**config.mk**
```make
export PLATFORM = sky130hd
export DESIGN_NAME = mtm_top
export DESIGN_NICKNAME = d
export VERILOG_FILES = /design/src/rtl/mtm_pkg.sv /design/src/rtl/mtm_slew.sv /design/src/rtl/mtm_trim.sv /design/src/rtl/mtm_count.sv /design/src/rtl/mtm_top.sv
export SDC_FILE = /design/constraint.sdc
export NUM_CORES = 1
export LEC_CHECK = 0
export ABC_AREA = 1
export BUFFER_PORTS_ARGS = -buffer_cell sky130_fd_sc_hd__clkbuf_2
export CAP_MARGIN = 20
export CELL_PAD_IN_SITES_DETAIL_PLACEMENT = 1
export CELL_PAD_IN_SITES_GLOBAL_PLACEMENT = 1
export CORE_ASPECT_RATIO = 0.7
export CORE_MARGIN = 2
export CORE_UTILIZATION = 49
export CTS_CLUSTER_SIZE = 40
export DETAILED_ROUTE_END_ITERATION = 16
export GPL_TIMING_DRIVEN = 0
export PLACE_DENSITY_LB_ADDON = 0.1
export SYNTH_ARGS = -nofsm -noshare
export SYNTH_HDL_FRONTEND = slang
export SYNTH_SLANG_ARGS = --single-unit
```
**constraint.sdc**
```tcl
create_clock -name clk -period 19 [get_ports clk]
set_input_delay 0.95 -clock clk [delete_from_list [all_inputs] [get_ports clk]]
set_output_delay 0.95 -clock clk [all_outputs]
set_load 0.05 [all_outputs]
```
**src/rtl/mtm_pkg.sv**
```systemverilog
package mtm_pkg;

    typedef enum logic [1:0] {
        ST_IDLE,
        ST_ADVANCE,
        ST_RETARD
    } slew_state_t;

    localparam logic [2:0] A_SUB   = 3'd0;
    localparam logic [2:0] A_SEC   = 3'd1;
    localparam logic [2:0] A_FINE  = 3'd2;
    localparam logic [2:0] A_TRIM  = 3'd3;
    localparam logic [2:0] A_OFFS  = 3'd4;
    localparam logic [2:0] A_LEAP  = 3'd5;
    localparam logic [2:0] A_STAGE = 3'd6;

endpackage

```
**src/rtl/mtm_slew.sv**
```systemverilog
module mtm_slew
    import mtm_pkg::*;
#(
    parameter int DW       = 32,
    parameter int SLEW_INT = 10_000
) (
    input  logic          clk,
    input  logic          rst_n,
    input  logic          arm,
    input  logic [DW-1:0] arm_val,
    input  logic          cancel,
    input  logic          drift_drop,
    output logic          f_add,
    output logic          f_drop,
    output logic [DW-1:0] remaining
);

    localparam int CW = (SLEW_INT > 1) ? $clog2(SLEW_INT) : 1;
    localparam logic [CW-1:0] LAST = CW'(SLEW_INT - 1);

    slew_state_t   state, state_nx;
    logic [DW-1:0] rem_nx;
    logic [CW-1:0] cnt, cnt_nx;
    logic          due, hold, fire;

    // interval expiry, and the deferral when a drift skip coincides
    always_comb begin
        due  = (state != ST_IDLE) && (cnt == LAST);
        hold = due && (state == ST_RETARD) && drift_drop;
        fire = due && !hold;
    end

    // outputs
    always_comb begin
        f_add  = fire && (state == ST_ADVANCE);
        f_drop = fire && (state == ST_RETARD);
    end

    // next state
    always_comb begin
        state_nx = state;
        rem_nx   = remaining;
        cnt_nx   = cnt;
        if (cancel) begin
            state_nx = ST_IDLE;
            rem_nx   = '0;
            cnt_nx   = '0;
        end else if (arm) begin
            rem_nx = arm_val;
            cnt_nx = '0;
            if (arm_val == '0)
                state_nx = ST_IDLE;
            else if (arm_val[DW-1])
                state_nx = ST_RETARD;
            else
                state_nx = ST_ADVANCE;
        end else begin
            unique case (state)
                ST_IDLE: begin
                    cnt_nx = '0;
                end
                ST_ADVANCE: begin
                    if (fire) begin
                        rem_nx = remaining - DW'(1);
                        cnt_nx = '0;
                        if (remaining == DW'(1))
                            state_nx = ST_IDLE;
                    end else begin
                        cnt_nx = cnt + CW'(1);
                    end
                end
                ST_RETARD: begin
                    if (fire) begin
                        rem_nx = remaining + DW'(1);
                        cnt_nx = '0;
                        if (remaining == '1)
                            state_nx = ST_IDLE;
                    end else if (!hold) begin
                        cnt_nx = cnt + CW'(1);
                    end
                end
                default: begin
                    state_nx = ST_IDLE;
                    rem_nx   = '0;
                    cnt_nx   = '0;
                end
            endcase
        end
    end

    // state register
    always_ff @(posedge clk or negedge rst_n) begin
        if (!rst_n) begin
            state     <= ST_IDLE;
            remaining <= '0;
            cnt       <= '0;
        end else begin
            state     <= state_nx;
            remaining <= rem_nx;
            cnt       <= cnt_nx;
        end
    end

endmodule

```
**src/rtl/mtm_trim.sv**
```systemverilog
module mtm_trim #(
    parameter int DW = 32
) (
    input  logic          clk,
    input  logic          rst_n,
    input  logic          load,
    input  logic [DW-1:0] load_val,
    output logic          d_add,
    output logic          d_drop,
    output logic [DW-1:0] period
);

    logic [DW-1:0] cnt, mag, eff;
    logic          due;

    always_comb begin
        mag    = period[DW-1] ? (~period + DW'(1)) : period;
        eff    = (mag < DW'(2)) ? DW'(2) : mag;
        due    = (period != '0) && (cnt == eff - DW'(1));
        d_add  = due && !period[DW-1];
        d_drop = due && period[DW-1];
    end

    always_ff @(posedge clk or negedge rst_n) begin
        if (!rst_n) begin
            period <= '0;
            cnt    <= '0;
        end else if (load) begin
            period <= load_val;
            cnt    <= '0;
        end else if (period != '0) begin
            cnt <= due ? '0 : cnt + DW'(1);
        end
    end

endmodule

```
**src/rtl/mtm_count.sv**
```systemverilog
module mtm_count #(
    parameter int SEC_W      = 32,
    parameter int US_PER_SEC = 1_000_000,
    parameter int SUB_W      = $clog2(US_PER_SEC)
) (
    input  logic             clk,
    input  logic             rst_n,
    input  logic             load,
    input  logic [SEC_W-1:0] load_sec,
    input  logic [SUB_W-1:0] load_sub,
    input  logic [1:0]       inc,
    output logic [SEC_W-1:0] sec,
    output logic [SUB_W-1:0] sub
);

    localparam logic [SUB_W:0] WRAP = (SUB_W + 1)'(US_PER_SEC);

    logic [SUB_W:0] sum;

    always_comb sum = {1'b0, sub} + {{(SUB_W - 1){1'b0}}, inc};

    always_ff @(posedge clk or negedge rst_n) begin
        if (!rst_n) begin
            sec <= '0;
            sub <= '0;
        end else if (load) begin
            sec <= load_sec;
            sub <= load_sub;
        end else if (sum >= WRAP) begin
            sub <= SUB_W'(sum - WRAP);
            sec <= sec + SEC_W'(1);
        end else begin
            sub <= sum[SUB_W-1:0];
        end
    end

endmodule

```
**src/rtl/mtm_top.sv**
```systemverilog
module mtm_top
    import mtm_pkg::*;
#(
    parameter int SEC_W      = 32,
    parameter int US_PER_SEC = 1_000_000,
    parameter int SLEW_INT   = 10_000,
    parameter int DW         = 32,
    localparam int SUB_W     = $clog2(US_PER_SEC)
) (
    input  logic             clk,
    input  logic             rst_n,
    input  logic             wr_en,
    input  logic [2:0]       wr_addr,
    input  logic [DW-1:0]    wr_data,
    input  logic             rd_en,
    input  logic [2:0]       rd_addr,
    output logic [DW-1:0]    rd_data,
    output logic [SEC_W-1:0] time_sec,
    output logic [SUB_W-1:0] time_sub
);

    logic             coarse_ld, fine_arm, trim_ld;
    logic             f_add, f_drop, d_add, d_drop;
    logic [1:0]       inc;
    logic [DW-1:0]    fine_rem, trim_per;
    logic [SUB_W-1:0] stage;
    logic [SEC_W-1:0] shadow;
    logic [DW-1:0]    offs_q, leap_q, rd_mux;

    always_comb begin
        coarse_ld = wr_en && (wr_addr == A_SEC);
        fine_arm  = wr_en && (wr_addr == A_FINE);
        trim_ld   = wr_en && (wr_addr == A_TRIM);
        inc = 2'd1 + 2'(f_add) + 2'(d_add) - 2'(f_drop) - 2'(d_drop);
    end

    mtm_slew #(.DW(DW), .SLEW_INT(SLEW_INT)) u_slew (
        .clk        (clk),
        .rst_n      (rst_n),
        .arm        (fine_arm),
        .arm_val    (wr_data),
        .cancel     (coarse_ld),
        .drift_drop (d_drop),
        .f_add      (f_add),
        .f_drop     (f_drop),
        .remaining  (fine_rem)
    );

    mtm_trim #(.DW(DW)) u_trim (
        .clk      (clk),
        .rst_n    (rst_n),
        .load     (trim_ld),
        .load_val (wr_data),
        .d_add    (d_add),
        .d_drop   (d_drop),
        .period   (trim_per)
    );

    mtm_count #(.SEC_W(SEC_W), .US_PER_SEC(US_PER_SEC), .SUB_W(SUB_W)) u_count (
        .clk      (clk),
        .rst_n    (rst_n),
        .load     (coarse_ld),
        .load_sec (wr_data[SEC_W-1:0]),
        .load_sub (stage),
        .inc      (inc),
        .sec      (time_sec),
        .sub      (time_sub)
    );

    // stored registers
    always_ff @(posedge clk or negedge rst_n) begin
        if (!rst_n) begin
            stage  <= '0;
            offs_q <= '0;
            leap_q <= '0;
        end else if (wr_en) begin
            unique case (wr_addr)
                A_SUB:   if (wr_data < DW'(US_PER_SEC)) stage <= wr_data[SUB_W-1:0];
                A_OFFS:  offs_q <= wr_data;
                A_LEAP:  leap_q <= wr_data;
                default: ;
            endcase
        end
    end

    always_comb begin
        unique case (rd_addr)
            A_SUB:   rd_mux = DW'(time_sub);
            A_SEC:   rd_mux = DW'(shadow);
            A_FINE:  rd_mux = fine_rem;
            A_TRIM:  rd_mux = trim_per;
            A_OFFS:  rd_mux = offs_q;
            A_LEAP:  rd_mux = leap_q;
            A_STAGE: rd_mux = DW'(stage);
            default: rd_mux = '0;
        endcase
    end

    // read port: low word latches the high word
    always_ff @(posedge clk or negedge rst_n) begin
        if (!rst_n) begin
            rd_data <= '0;
            shadow  <= '0;
        end else if (rd_en) begin
            rd_data <= rd_mux;
            if (rd_addr == A_SUB)
                shadow <= time_sec;
        end
    end

endmodule

```
Yosys cells after proc, flatten, opt, wreduce, memory -nomap -nowiden
Index checks and enable logic that the tools add are counted.
Widths: inputs -> output; s select.
{ "totals": {"output_inout_bits": 84, "inputBits": 42, "elab_cells": 110, "ff_bits": 312} }
{ "op_classes": {"bitwise_logic": 1, "n_reduce_logical": 28, "order_cmp": 3, "mux": 30, "n_addsub": 13, "eq_ne": 23} }
{ "op_table": {"columns": ["cell", "count"], "rows": [
  ["$mux 32", 11],
  ["$pmux 32 s7", 1],
  ["$add 32x1->32 const B", 4],
  ["$pmux 32 s3", 1],
  ["$mux 14", 5],
  ["$sub 32x1->32 const B", 2],
  ["$mux 20", 2],
  ["$eq 32x1->1 const B", 1],
  ["$eq 32x32->1", 1],
  ["$eq 32x32->1 const B", 1],
  ["$logic_not 32->1", 1],
  ["$lt 32x2->1 const B", 1],
  ["$lt 32x20->1 const B", 1],
  ["$not 32->32", 1],
  ["$reduce_bool 32->1", 1],
  ["$pmux 14 s2", 1],
  ["$add 20x2->21", 1],
  ["$ge 21x20->1 const B", 1],
  ["$sub 20x20->20 const B", 1],
  ["$mux 2", 8],
  ["$eq 3x3->1 const B", 5],
  ["$add 14x1->14 const B", 1],
  ["$eq 14x14->1 const B", 1],
  ["$eq 3x2->1 const B", 4],
  ["19 further kinds", 41]
]} }

Logic depth before layout (Yosys ltp)
Gate-level depths: netlist of run 1.
{ "depth": {"word_depth": 21, "depth_mapped": 63, "depth_no_buf": 62} }

Modules after synthesis
Synthesis of run 1 repeated with hierarchy kept, for this count alone.
{ "unflattened": {"hier_cells": 3500, "hier_area_um2": 22585.4} }
{ "modules_own_cells": {"columns": ["mod", "seq_area_each_um2", "cells_per_inst", "instances", "area_each_um2"], "rows": [
  ["mtm_top", 3703.6, 951, 1, 7300.8],
  ["mtm_trim", 1601.5, 1042, 1, 6258.5],
  ["mtm_slew", 1201.2, 865, 1, 4798.4],
  ["mtm_count", 1301.2, 642, 1, 4227.8]
]} }

Worst setup path before layout of run 1
Ideal clock, no wire load.
{ "synth_timing": {"path_type": "reg-to-reg", "start": "register u_trim.period[0]", "end": "register u_count.sec[22]", "slack_ns": 11.792, "period_less_slack_ns": 7.208, "arrival_time_ns": 7.117, "required_ns": 18.909, "stages_incl_launch_ff": 59, "path_buffers": 1, "setup_ns": 0.091, "path_cell_list": "dfrtp_1 inv_2 ha_1 nand3_2 nor2_4 nand2_2 nand2_2 nand2_1 nand2_1 nand2_2 nor2_4 nand2_1 nor2_2 nand3_4 nand2_1 ha_1 nand3_1 inv_1 [... 23 more ...] nor2_1 inv_1 nor3_1 nand4_1 nor2_1 nand2_1 nor2_1 nand2_1 xor2_1 nor2_1 nand2_1 o31ai_1 a31oi_1 nand2_1 nor2_1 inv_1 buf_2 o221ai_1"} }
{ "synth_via": {"elab_chain_len": 20, "elab_cells_between_ends": 23, "classes_between": "7 x add/sub; 2 x order compare; 1 x eq/ne; 2 x mux; 1 x bitwise; 10 x reduce/logical"} }
{ "synth_lines": {"columns": ["item", "line_no", "rtl"], "rows": [
  ["start: declaration", "mtm_trim.sv:10", "output logic [DW-1:0] period"],
  ["start signal: assignment", "mtm_trim.sv:29", "period <= load_val;"],
  ["$not 32->32", "mtm_trim.sv:17", "mag = period[DW-1] ? (~period + DW'(1)) : period;"],
  ["$add 32x1->32", "mtm_trim.sv:17", null],
  ["$mux 32", "mtm_trim.sv:17", null],
  ["$lt 32x2->1", "mtm_trim.sv:18", "eff = (mag < DW'(2)) ? DW'(2) : mag;"],
  ["$mux 32", "mtm_trim.sv:18", null],
  ["$sub 32x1->32", "mtm_trim.sv:19", "due = (period != '0) && (cnt == eff - DW'(1));"],
  ["$eq 32x32->1", "mtm_trim.sv:19", null],
  ["$logic_and 1x1->1 (*)", "mtm_trim.sv:19", null],
  ["[... 4 more ...]", null, null],
  ["$logic_and 1x1->1", "mtm_slew.sv:35", "f_add = fire && (state == ST_ADVANCE);"],
  ["$add 1x1->2", "mtm_top.sv:34", "inc = 2'd1 + 2'(f_add) + 2'(d_add) - 2'(f_drop) - 2'(d_drop);"],
  ["$add 2x1->2", "mtm_top.sv:34", null],
  ["$sub 2x1->2", "mtm_top.sv:34", null],
  ["$sub 2x1->2 (*)", "mtm_top.sv:34", null],
  ["$add 20x2->21 (*)", "mtm_count.sv:20", "always_comb sum = {1'b0, sub} + {{(SUB_W - 1){1'b0}}, inc};"],
  ["$ge 21x20->1 (*)", "mtm_count.sv:29", "end else if (sum >= WRAP) begin"],
  ["$reduce_bool 2->1 (no line) (*)", null, null],
  ["end signal: assignment", "mtm_count.sv:27", "sec <= load_sec;"],
  ["end signal: assignment", "mtm_count.sv:31", "sec <= sec + SEC_W'(1);"],
  ["end: declaration", "mtm_count.sv:12", "output logic [SEC_W-1:0] sec,"]
]} }
Mark *: on every way between the ends. The rest lies on a longest branch, timed or not.
A chain may end at the register's enable or synchronous reset.

Worst setup path after layout of run 1
{ "layout_timing": {"start": "register u_trim.period[0]", "end": "register u_count.sec[27]"} }
Same word-level chain as after synthesis.

==> results of run 1 <==
-- registers in the layout, summed over array words and instances (netlist names) --
signal and count:
u_count.sub 20, shadow 32, u_count.sec 32, rd_data 32
u_trim.period 32, u_slew.state 2, leap_q 32, offs_q 32
u_trim.cnt 32, u_slew.cnt 14, stage 20, u_slew.remaining 32
-- area by class of cell --
cell class	count	area, um2	share of cell area
multi-input combinational	2031	10500	0.463
clock inverter	13	96.3	0.00427
sequential	312	7810	0.346
timing repair buffer	130	732	0.0324
clock buffer	47	971	0.0430
buffer	115	489	0.0217
inverter	356	1340	0.0592
tap	544	681	0.0301
antenna	5	12.5	0.000554
-- worst register-to-register path: cells and delay by family, from the launching register on --
family | cells | cell delay [ns]
and+or+nand+nor | 34 | 6.62
buffers and inverters | 9 | 1.37
adders and majority gates | 4 | 1.14
xor gates and xnor gates | 3 | 0.98
AOI/OAI and AO/OA | 4 | 0.70
DFF | 1 | 0.49
-- path summary, 6_finish.rpt --
path | slack (ns) | startpoint | endpoint
worst max-delay path | 7.57 | u_trim.period[0]$_DFFE_PN0P_ | u_count.sec[27]$_DFFE_PN0P_
worst min-delay path | 0.36 | rst_n | u_slew.remaining[10]$_DFFE_PN0P_
worst max register to register | 7.57 | u_trim.period[0]$_DFFE_PN0P_ | u_count.sec[27]$_DFFE_PN0P_
worst min register to register | 0.49 | leap_q[24]$_DFFE_PN0P_ | leap_q[24]$_DFFE_PN0P_
max in group asynchronous | 16.87 | rst_n | u_trim.period[24]$_DFFE_PN0P_
min in group clk | 0.49 | leap_q[24]$_DFFE_PN0P_ | leap_q[24]$_DFFE_PN0P_
-- layout by cell type (no fill, tap or decap), types with 7 or more instances in the layout --
cell type / synthesis / final
nand4_1: 49 / 49
nor2_2: 10 / 10
clkbuf_16: 0 / 35
nor3_2: 7 / 7
a21oi_1: 80 / 80
o221ai_1: 27 / 27
buf_4: 5 / 7
o211ai_1: 18 / 18
o22ai_1: 25 / 25
nor3_1: 69 / 69
nor4_1: 37 / 37
nor2_1: 276 / 276
mux2_2: 26 / 26
nand3_1: 181 / 181
o2111ai_1: 12 / 12
ha_1: 15 / 15
nand2_2: 11 / 11
a31oi_1: 7 / 7
o21ai_0: 294 / 294
buf_2: 7 / 7
clkbuf_1: 96 / 103
dfrtp_1: 312 / 312
nand3b_1: 14 / 14
o32ai_1: 7 / 7
nand2_1: 670 / 670
a221oi_1: 24 / 24
clkbuf_2: 0 / 124
xnor2_1: 12 / 12
o31ai_1: 7 / 7
inv_1: 344 / 344
xor2_1: 95 / 95
inv_2: 10 / 10
-- per-layer routing --
layer	global-route usage	wire length (um)	vias to the layer above
met5	0	27	-
met4	0.111	2600	4
met3	0.125	11800	205
met2	0.624	39000	1333
met1	0.638	40200	11300
li1	-	-	9661
-- stage by stage --
stage	util	total power [W]	worst slack, ns
floorplan	-	0.00158	11.79
global placement	0.525	0.00189	8.47
detailed placement	0.528	0.00194	8.25
CTS	0.554	0.00261	8.12
global route	0.554	0.00276	7.20
finish	0.555	0.00265	7.57
-- where the power goes --
part	switching [W]	internal [W]
clock	0.000304	0.000362
combinational	0.000794	0.000285
sequential	0.000129	0.000779
total	0.00123	0.00143
-- kinds of logic after synthesis --
family | Yosys count | share of synthesized area
simple gates | 1355 | 0.296
buf+inv | 471 | 0.0908
fa+ha+maj | 16 | 0.0103
xor+xnor | 108 | 0.0474
flops | 312 | 0.389
compound gates | 526 | 0.153
mux | 26 | 0.0146
==> impl_metrics.ini, run 1 <==
[final_layout]
syn_to_final_growth_pct = 12.4
drive_gt1_frac = 0.0962
nFillCells = 5387
layoutNonFillerInstCount = 3553
nets = 3038
stdcell_area_mm2 = 0.0226

[clock_network]
cts.clk_slew.worst_paths_ns = 0.07
clkLatencyLatePin_ns = 0.56
cts_tree = done
post_cts_buffers = 0
clockBufferDepth = 3
numCtsBuffers = 34
hold_buffers = 0
clock-sinks = 312
htreeDepth = 2
root_buffer = clkbuf_16
cts_repair_resize_count = 0

[detailed_routing]
num_vias = 22500
drc = 0
first_pass_iters = 5
routed_wl_um = 93700
wl_per_cell_um = 26.4
viasPerCell = 6.34
drt_iter0_markers = 2650
ant_nets = 0

[floorplan]
dieArea_mm2 = 0.0427
ios = 126
core-area_mm2 = 0.0407
die_w_um = 246
die_y_um = 173
start_util = 0.493
row_count = 62

[timing]
tns_ns = 0
slew_viol_final = 0
rsz0062_at_grt = false
whs_ns = 0.361
relSlewSlack = 0.269
skew_ns = 0.0258
worst_pin_slew_ns = 1.10
setup_violations = 0
hold_violations = 0
timing.final.crit_share = 0.601
fmax_mhz = 87.5
period_minus_slack_ns = 11.43

[synth]
syn_area_per_cell_um2 = 7.14
synth_area_mm2 = 0.0201
synth_most_common_cell = nand2_1
ys_types = 60
ys.flop_type = dfrtp_1
synthTopCellsByCount = nand2_1, inv_1, dfrtp_1, o21ai_0, nor2_1
yosysTopAreaCellShare = 0.389
yosys_warnings = 0
syn_inst = 2814
synthArstFlopShare = 1.00
synth_largest_area_cell = dfrtp_1
ys_ff_latch = 312
syn_nets = 2872
seq_area_frac_synth = 0.389
synth_edf_count = 0
synth_area_leaders = dfrtp_1, nand2_1, o21ai_0

[critical_path]
path_class = reg2reg
rr_worst_depth = 54
cpMaxStageDelayCell = nor2_1
cpLargestDelayFamily = simple AND/OR/NAND/NOR gates
cp.required_ns = 19.43
critical_path_depth = 54
crit_path_end_kind = flip-flop
start_kind = flip-flop
path_common_cell = nand2_1
crit_fanout = 10
critPathBufInv = 9
max_stage_delay_ns = 0.57
arrival_ns = 11.85

[grt]
grt_pass1_vias = 22300
antenna_found_initial = 8
grtUsageTotal = 0.434
grt_max_degree = 109
grt_overflow_total = 0
grt_pass1_wl_um = 139000

[placed_design]
gp_congestion = 1.05
port_buffers = 125
place_inst = 3488
placed_area_mm2 = 0.0215
dpl.hpwl_um = 73300

[worst_hold_path]
hold_class = in2async

[flow_run]
max_cap_viol_count = 0

[pwr]
p_leak_nw = 10.4
p_per_area_mw_per_mm2 = 117
vdd_drop_max_mv = 0.0765

[status]
status = complete, no violations
Power figures use the tool's default switching activity.
==> run 2, diff against run 1 <==
--- a/config.mk
+++ b/config.mk
@@ -12,7 +12,7 @@
 export CELL_PAD_IN_SITES_GLOBAL_PLACEMENT = 1
 export CORE_ASPECT_RATIO = 0.7
 export CORE_MARGIN = 2
-export CORE_UTILIZATION = 49
+export CORE_UTILIZATION = 41
 export CTS_CLUSTER_SIZE = 40
 export DETAILED_ROUTE_END_ITERATION = 16
 export GPL_TIMING_DRIVEN = 0
==> constraint.sdc (replaced) <==
create_clock -name clk -period 9.4 [get_ports clk]
set_input_delay 0.47 -clock clk [delete_from_list [all_inputs] [get_ports clk]]
set_output_delay 0.47 -clock clk [all_outputs]
set_load 0.05 [all_outputs]
==> impl_metrics.ini, run 2 (synthesized netlist as in run 1, its figures left out) <==
[pwr]
p_leak_nw = 10.7
p_per_area_mw_per_mm2 = 240
internal_power_w = 0.00301
p_comb_frac = 0.401
clkPwrFrac = 0.269
p_sw_w = 0.00258
swShare = 0.461
p_seq_frac = 0.330
vdd_drop_max_mv = 0.133

[floorplan]
ios = 126
core-area_mm2 = 0.0481
row_count = 67
start_util = 0.418
die_y_um = 189
die_w_um = 269
dieArea_mm2 = 0.0508

[clock_network]
cts_tree = done
clock-sinks = 312
clockBufferDepth = 3
htreeDepth = 2
clkLatencyLatePin_ns = 0.58
numCtsBuffers = 36
cts.clk_slew.worst_paths_ns = 0.07
root_buffer = clkbuf_16

[placed_design]
place_ws_ns = -1.69
dpl.hpwl_um = 79400
placed_area_mm2 = 0.0217
gp_congestion = 1.03
port_buffers = 125

[critical_path]
cpLargestDelayFamily = simple AND/OR/NAND/NOR gates
max_stage_delay_ns = 0.42
crit_path_end_kind = flip-flop
start_kind = flip-flop
crit_fanout = 8
cpMaxStageDelayCell = dfrtp_1
cp.required_ns = 9.80
critPathBufInv = 5
path_class = reg2reg
path_common_cell = nand2_1
arrival_ns = 9.50

[timing]
setup_ws_ns = 0.306
relSlewSlack = 0.260
timing.final.crit_share = 0.967
skew_ns = 0.0273
slew_viol_final = 0
worst_pin_slew_ns = 1.10
fmax_mhz = 110
hold_violations = 0
period_minus_slack_ns = 9.09
setup_violations = 0

[final_layout]
final_common_cell = nand2_1
layout_common_cells = nand2_1, inv_1, dfrtp_1
stdcell_area_mm2 = 0.0233
drive_gt1_frac = 0.121
nets = 3062
syn_to_final_growth_pct = 15.9
nFillCells = 6186

[worst_hold_path]
hold_class = in2reg

[detailed_routing]
first_pass_iters = 6
ant_nets = 0
num_vias = 22200
viasPerCell = 6.02
drc = 0
drt_iter0_markers = 2586
wl_per_cell_um = 27.0
routed_wl_um = 99500

[grt]
grt_overflow_total = 0
grt_max_degree = 88
grt_pass1_wl_um = 145000
antenna_found_initial = 8
grt_pass1_vias = 21800
grtUsageTotal = 0.390

[flow_run]
max_cap_viol_count = 0

[status]
status = complete, no violations
[run 2: final timing paths]
kind                                                from                            to  slack, ns  cells after the start
min in group asynchronous                          rst_n          stage[7]$_DFFE_PN0P_       0.53                      2
min                                           wr_data[1]  u_trim.period[1]$_DFFE_PN0P_       0.16                      3
min reg2reg                       offs_q[28]$_DFFE_PN0P_        offs_q[28]$_DFFE_PN0P_       0.49                      2
max                        u_trim.period[20]$_DFFE_PN0P_     u_count.sub[16]$_DFF_PN0_       0.31                     51
max in group asynchronous                          rst_n    u_slew.cnt[11]$_DFFE_PN0P_       7.52                      4
max reg2reg                u_trim.period[20]$_DFFE_PN0P_     u_count.sub[16]$_DFF_PN0_       0.31                     51
[run 2: power groups by stage]
| stage | clock network (W) | logic (W) | registers (W) |
|---|---|---|---|
| final | 0.00150 | 0.00225 | 0.00185 |
| after global routing | 0.00156 | 0.00242 | 0.00187 |
| after CTS | 0.00151 | 0.00215 | 0.00183 |
| after detailed placement | 0 | 0.00213 | 0.00185 |
| after global placement | 0 | 0.00206 | 0.00184 |
| after floorplan | 0 | 0.00118 | 0.00201 |
[run 2: metal layers]
layer,share of wire,global-route usage,wire length (um)
met3,0.13,0.157,13400
met2,0.38,0.505,37800
met1,0.47,0.599,46700
met5,0.00052,0,52
met4,0.016,0.0733,1560
[run 2: worst reg2reg max path, delay by kind of cell (launching register included)]
| family | cells | cell delay (ns) |
|---|---|---|
| compound gates | 6 | 0.87 |
| xor+xnor | 3 | 0.81 |
| fa+ha+maj | 3 | 0.84 |
| buf+inv | 5 | 0.49 |
| flops | 1 | 0.42 |
| simple gates | 34 | 5.53 |
[run 2: cell type report]
cell class | count | area [um2] | area share
diodes | 3 | 7.51 | 0.000322
plain buffers | 115 | 500 | 0.0215
clock buffers | 44 | 961 | 0.0413
clock inverters | 21 | 236 | 0.0102
inverters | 356 | 1340 | 0.0575
multi-input cells | 2031 | 10700 | 0.460
flip-flops and latches | 312 | 7810 | 0.335
well taps | 655 | 820 | 0.0352
repair buffers | 152 | 900 | 0.0386
[run 2: timing repair]
item,4_1_cts,5_1_grt
hold buffers,1,0
resized for setup,23,48
setup buffers,9,10
pin swaps,8,14
setup endpoints to repair,46,46
hold endpoints to repair,30,0
[run 2: stage by stage]
stage / cells / utilization / TNS [ns] / hold slack [ns] / total power (W)
floorplan: 2814 / - / 0 / 0.174 / 0.00319
global placement: 3594 / 0.448 / -51.55 / 0.466 / 0.00390
detailed placement: 3600 / 0.450 / -61.49 / 0.474 / 0.00397
CTS: 3675 / 0.478 / 0 / 0.141 / 0.00548
global route: 3686 / 0.484 / -0.947 / 0.166 / 0.00585
finish: 3689 / 0.484 / 0 / 0.162 / 0.00560
==> run 3, diff against run 2 <==
--- a/config.mk
+++ b/config.mk
@@ -12,7 +12,7 @@
 export CELL_PAD_IN_SITES_GLOBAL_PLACEMENT = 1
 export CORE_ASPECT_RATIO = 0.7
 export CORE_MARGIN = 2
-export CORE_UTILIZATION = 41
+export CORE_UTILIZATION = 49
 export CTS_CLUSTER_SIZE = 40
 export DETAILED_ROUTE_END_ITERATION = 16
 export GPL_TIMING_DRIVEN = 0
==> constraint.sdc (replaced) <==
create_clock -name clk -period 10.7 [get_ports clk]
set_input_delay 0.535 -clock clk [delete_from_list [all_inputs] [get_ports clk]]
set_output_delay 0.535 -clock clk [all_outputs]
set_load 0.05 [all_outputs]
==> impl_metrics.ini, run 3 (synthesized netlist as in run 1, its figures left out) <==
[floorplan]
die_w_um = 246
ios = 126
dieArea_mm2 = 0.0427
die_y_um = 173
start_util = 0.493
core-area_mm2 = 0.0407
row_count = 62

[clock_network]
cts.clk_slew.worst_paths_ns = 0.06
root_buffer = clkbuf_16
numCtsBuffers = 34
htreeDepth = 2
clkLatencyLatePin_ns = 0.55
clock-sinks = 312
clockBufferDepth = 3
cts_tree = done

[critical_path]
max_stage_delay_ns = 0.49
start_kind = flip-flop
arrival_ns = 10.49
path_class = reg2reg
crit_path_end_kind = flip-flop
cp.required_ns = 11.12
crit_fanout = 10
path_common_cell = nand2_1
cpMaxStageDelayCell = dfrtp_1

[timing]
slew_viol_final = 0
timing.final.crit_share = 0.941
tns_ns = 0
hold_violations = 0
worst_pin_slew_ns = 1.08
relSlewSlack = 0.277
setup_ws_ns = 0.631
rsz0062_at_grt = false
setup_violations = 0
fmax_mhz = 99.3
skew_ns = 0.0197
period_minus_slack_ns = 10.07

[placed_design]
placed_area_mm2 = 0.0215
dpl.hpwl_um = 73300
port_buffers = 125
place_ws_ns = -0.0496
gp_congestion = 1.05

[flow_run]
max_cap_viol_count = 0

[detailed_routing]
viasPerCell = 6.33
routed_wl_um = 93900
first_pass_iters = 5
drt_iter0_markers = 2797
ant_nets = 0
wl_per_cell_um = 26.4
drc = 0
num_vias = 22500

[grt]
antenna_found_initial = 8
grtUsageTotal = 0.434
grt_pass1_vias = 22300
grt_overflow_total = 0
grt_max_degree = 109
grt_pass1_wl_um = 139000

[pwr]
p_per_area_mw_per_mm2 = 208
p_leak_nw = 10.5
vdd_drop_max_mv = 0.136

[final_layout]
nets = 3044
syn_to_final_growth_pct = 13.0
drive_gt1_frac = 0.101
stdcell_area_mm2 = 0.0227
final_common_cell = nand2_1
layout_common_cells = nand2_1, inv_1, dfrtp_1

[worst_hold_path]
hold_class = in2reg

[status]
status = complete, no violations
## run 3: cell count changes in the layout (fill, tap and decap cells not counted), moves of 4 or more
| cell | before | now |
|---|---|---|
| nor2_1 | 258 | 274 |
| nor2_2 | 22 | 10 |
| nor2_4 | 11 | 7 |
| nand2_1 | 663 | 669 |
| nand2_2 | 15 | 11 |
| buf_4 | 24 | 12 |
| clkinv_2 | 10 | 6 |
| nand3_1 | 177 | 181 |
| bufinv_16 | 4 | 0 |
| nand3_4 | 6 | 2 |
## run 3: worst paths after layout
path	startpoint	cells after the start	endpoint	slack (ns)
worst min-delay path	wr_data[29]	3	u_trim.period[29]$_DFFE_PN0P_	0.26
min in group asynchronous	rst_n	2	u_slew.remaining[10]$_DFFE_PN0P_	0.52
worst max-delay path	u_trim.period[0]$_DFFE_PN0P_	57	u_count.sec[27]$_DFFE_PN0P_	0.63
max in group asynchronous	rst_n	5	u_trim.period[30]$_DFFE_PN0P_	8.43
worst max register to register	u_trim.period[0]$_DFFE_PN0P_	57	u_count.sec[27]$_DFFE_PN0P_	0.63
worst min register to register	leap_q[24]$_DFFE_PN0P_	2	leap_q[24]$_DFFE_PN0P_	0.49
## run 3: layout make-up
class	count	area (um2)
antenna	6	15.0
buffer	115	495
clock buffer	47	971
clock inverter	13	96.3
fill	5375	18000
inverter	356	1340
multi-input combinational	2031	10500
sequential	312	7810
tap	544	681
timing repair buffer	136	779
## run 3: power by group
part	switching [W]	leakage, nW	internal (W)
logic	0.00141	5.94	0.000507
clock network	0.000541	0.514	0.000643
registers	0.000230	4.03	0.00138
total	0.00219	10.5	0.00253
## run 3: metal layers
metal,vias up,GRT usage,part of all wire
li1,9654,-,-
met1,11300,0.638,0.42
met2,1354,0.624,0.42
met3,184,0.125,0.13
met4,4,0.111,0.026
met5,-,0,0.00031
## run 3: worst max-delay path, delay by kind of cell (launching register included)
family | cells | cell delay, ns
AND/OR/NAND/NOR | 38 | 6.10
buffers and inverters | 10 | 1.18
adder cells (fa/ha/maj) | 4 | 1.14
AO/OA/AOI/OAI | 3 | 0.60
flip-flops | 1 | 0.49
XOR/XNOR | 2 | 0.41
## run 3: stage by stage
step / hold WS [ns] / std cells / total power (W) / util
5_1_grt: 0.276 / 3554 / 0.00491 / 0.557
3_5_place_dp: 0.473 / 3488 / 0.00345 / 0.528
3_3_place_gp: 0.466 / 3483 / 0.00336 / 0.525
2_1_floorplan: 0.239 / 2814 / 0.00280 / -
6_report: 0.258 / 3560 / 0.00472 / 0.558
4_1_cts: 0.239 / 3549 / 0.00463 / 0.555
## run 3: timing repair
| action | CTS | global route |
|---|---|---|
| cloned | 0 | 0 |
| buffers inserted | 0 | 5 |
| resized for setup | 1 | 15 |
| hold buffers | 1 | 0 |
| pin swaps | 0 | 3 |
| hold endpoints to repair | 19 | 0 |
| endpoints found under the setup margin | 18 | 46 |
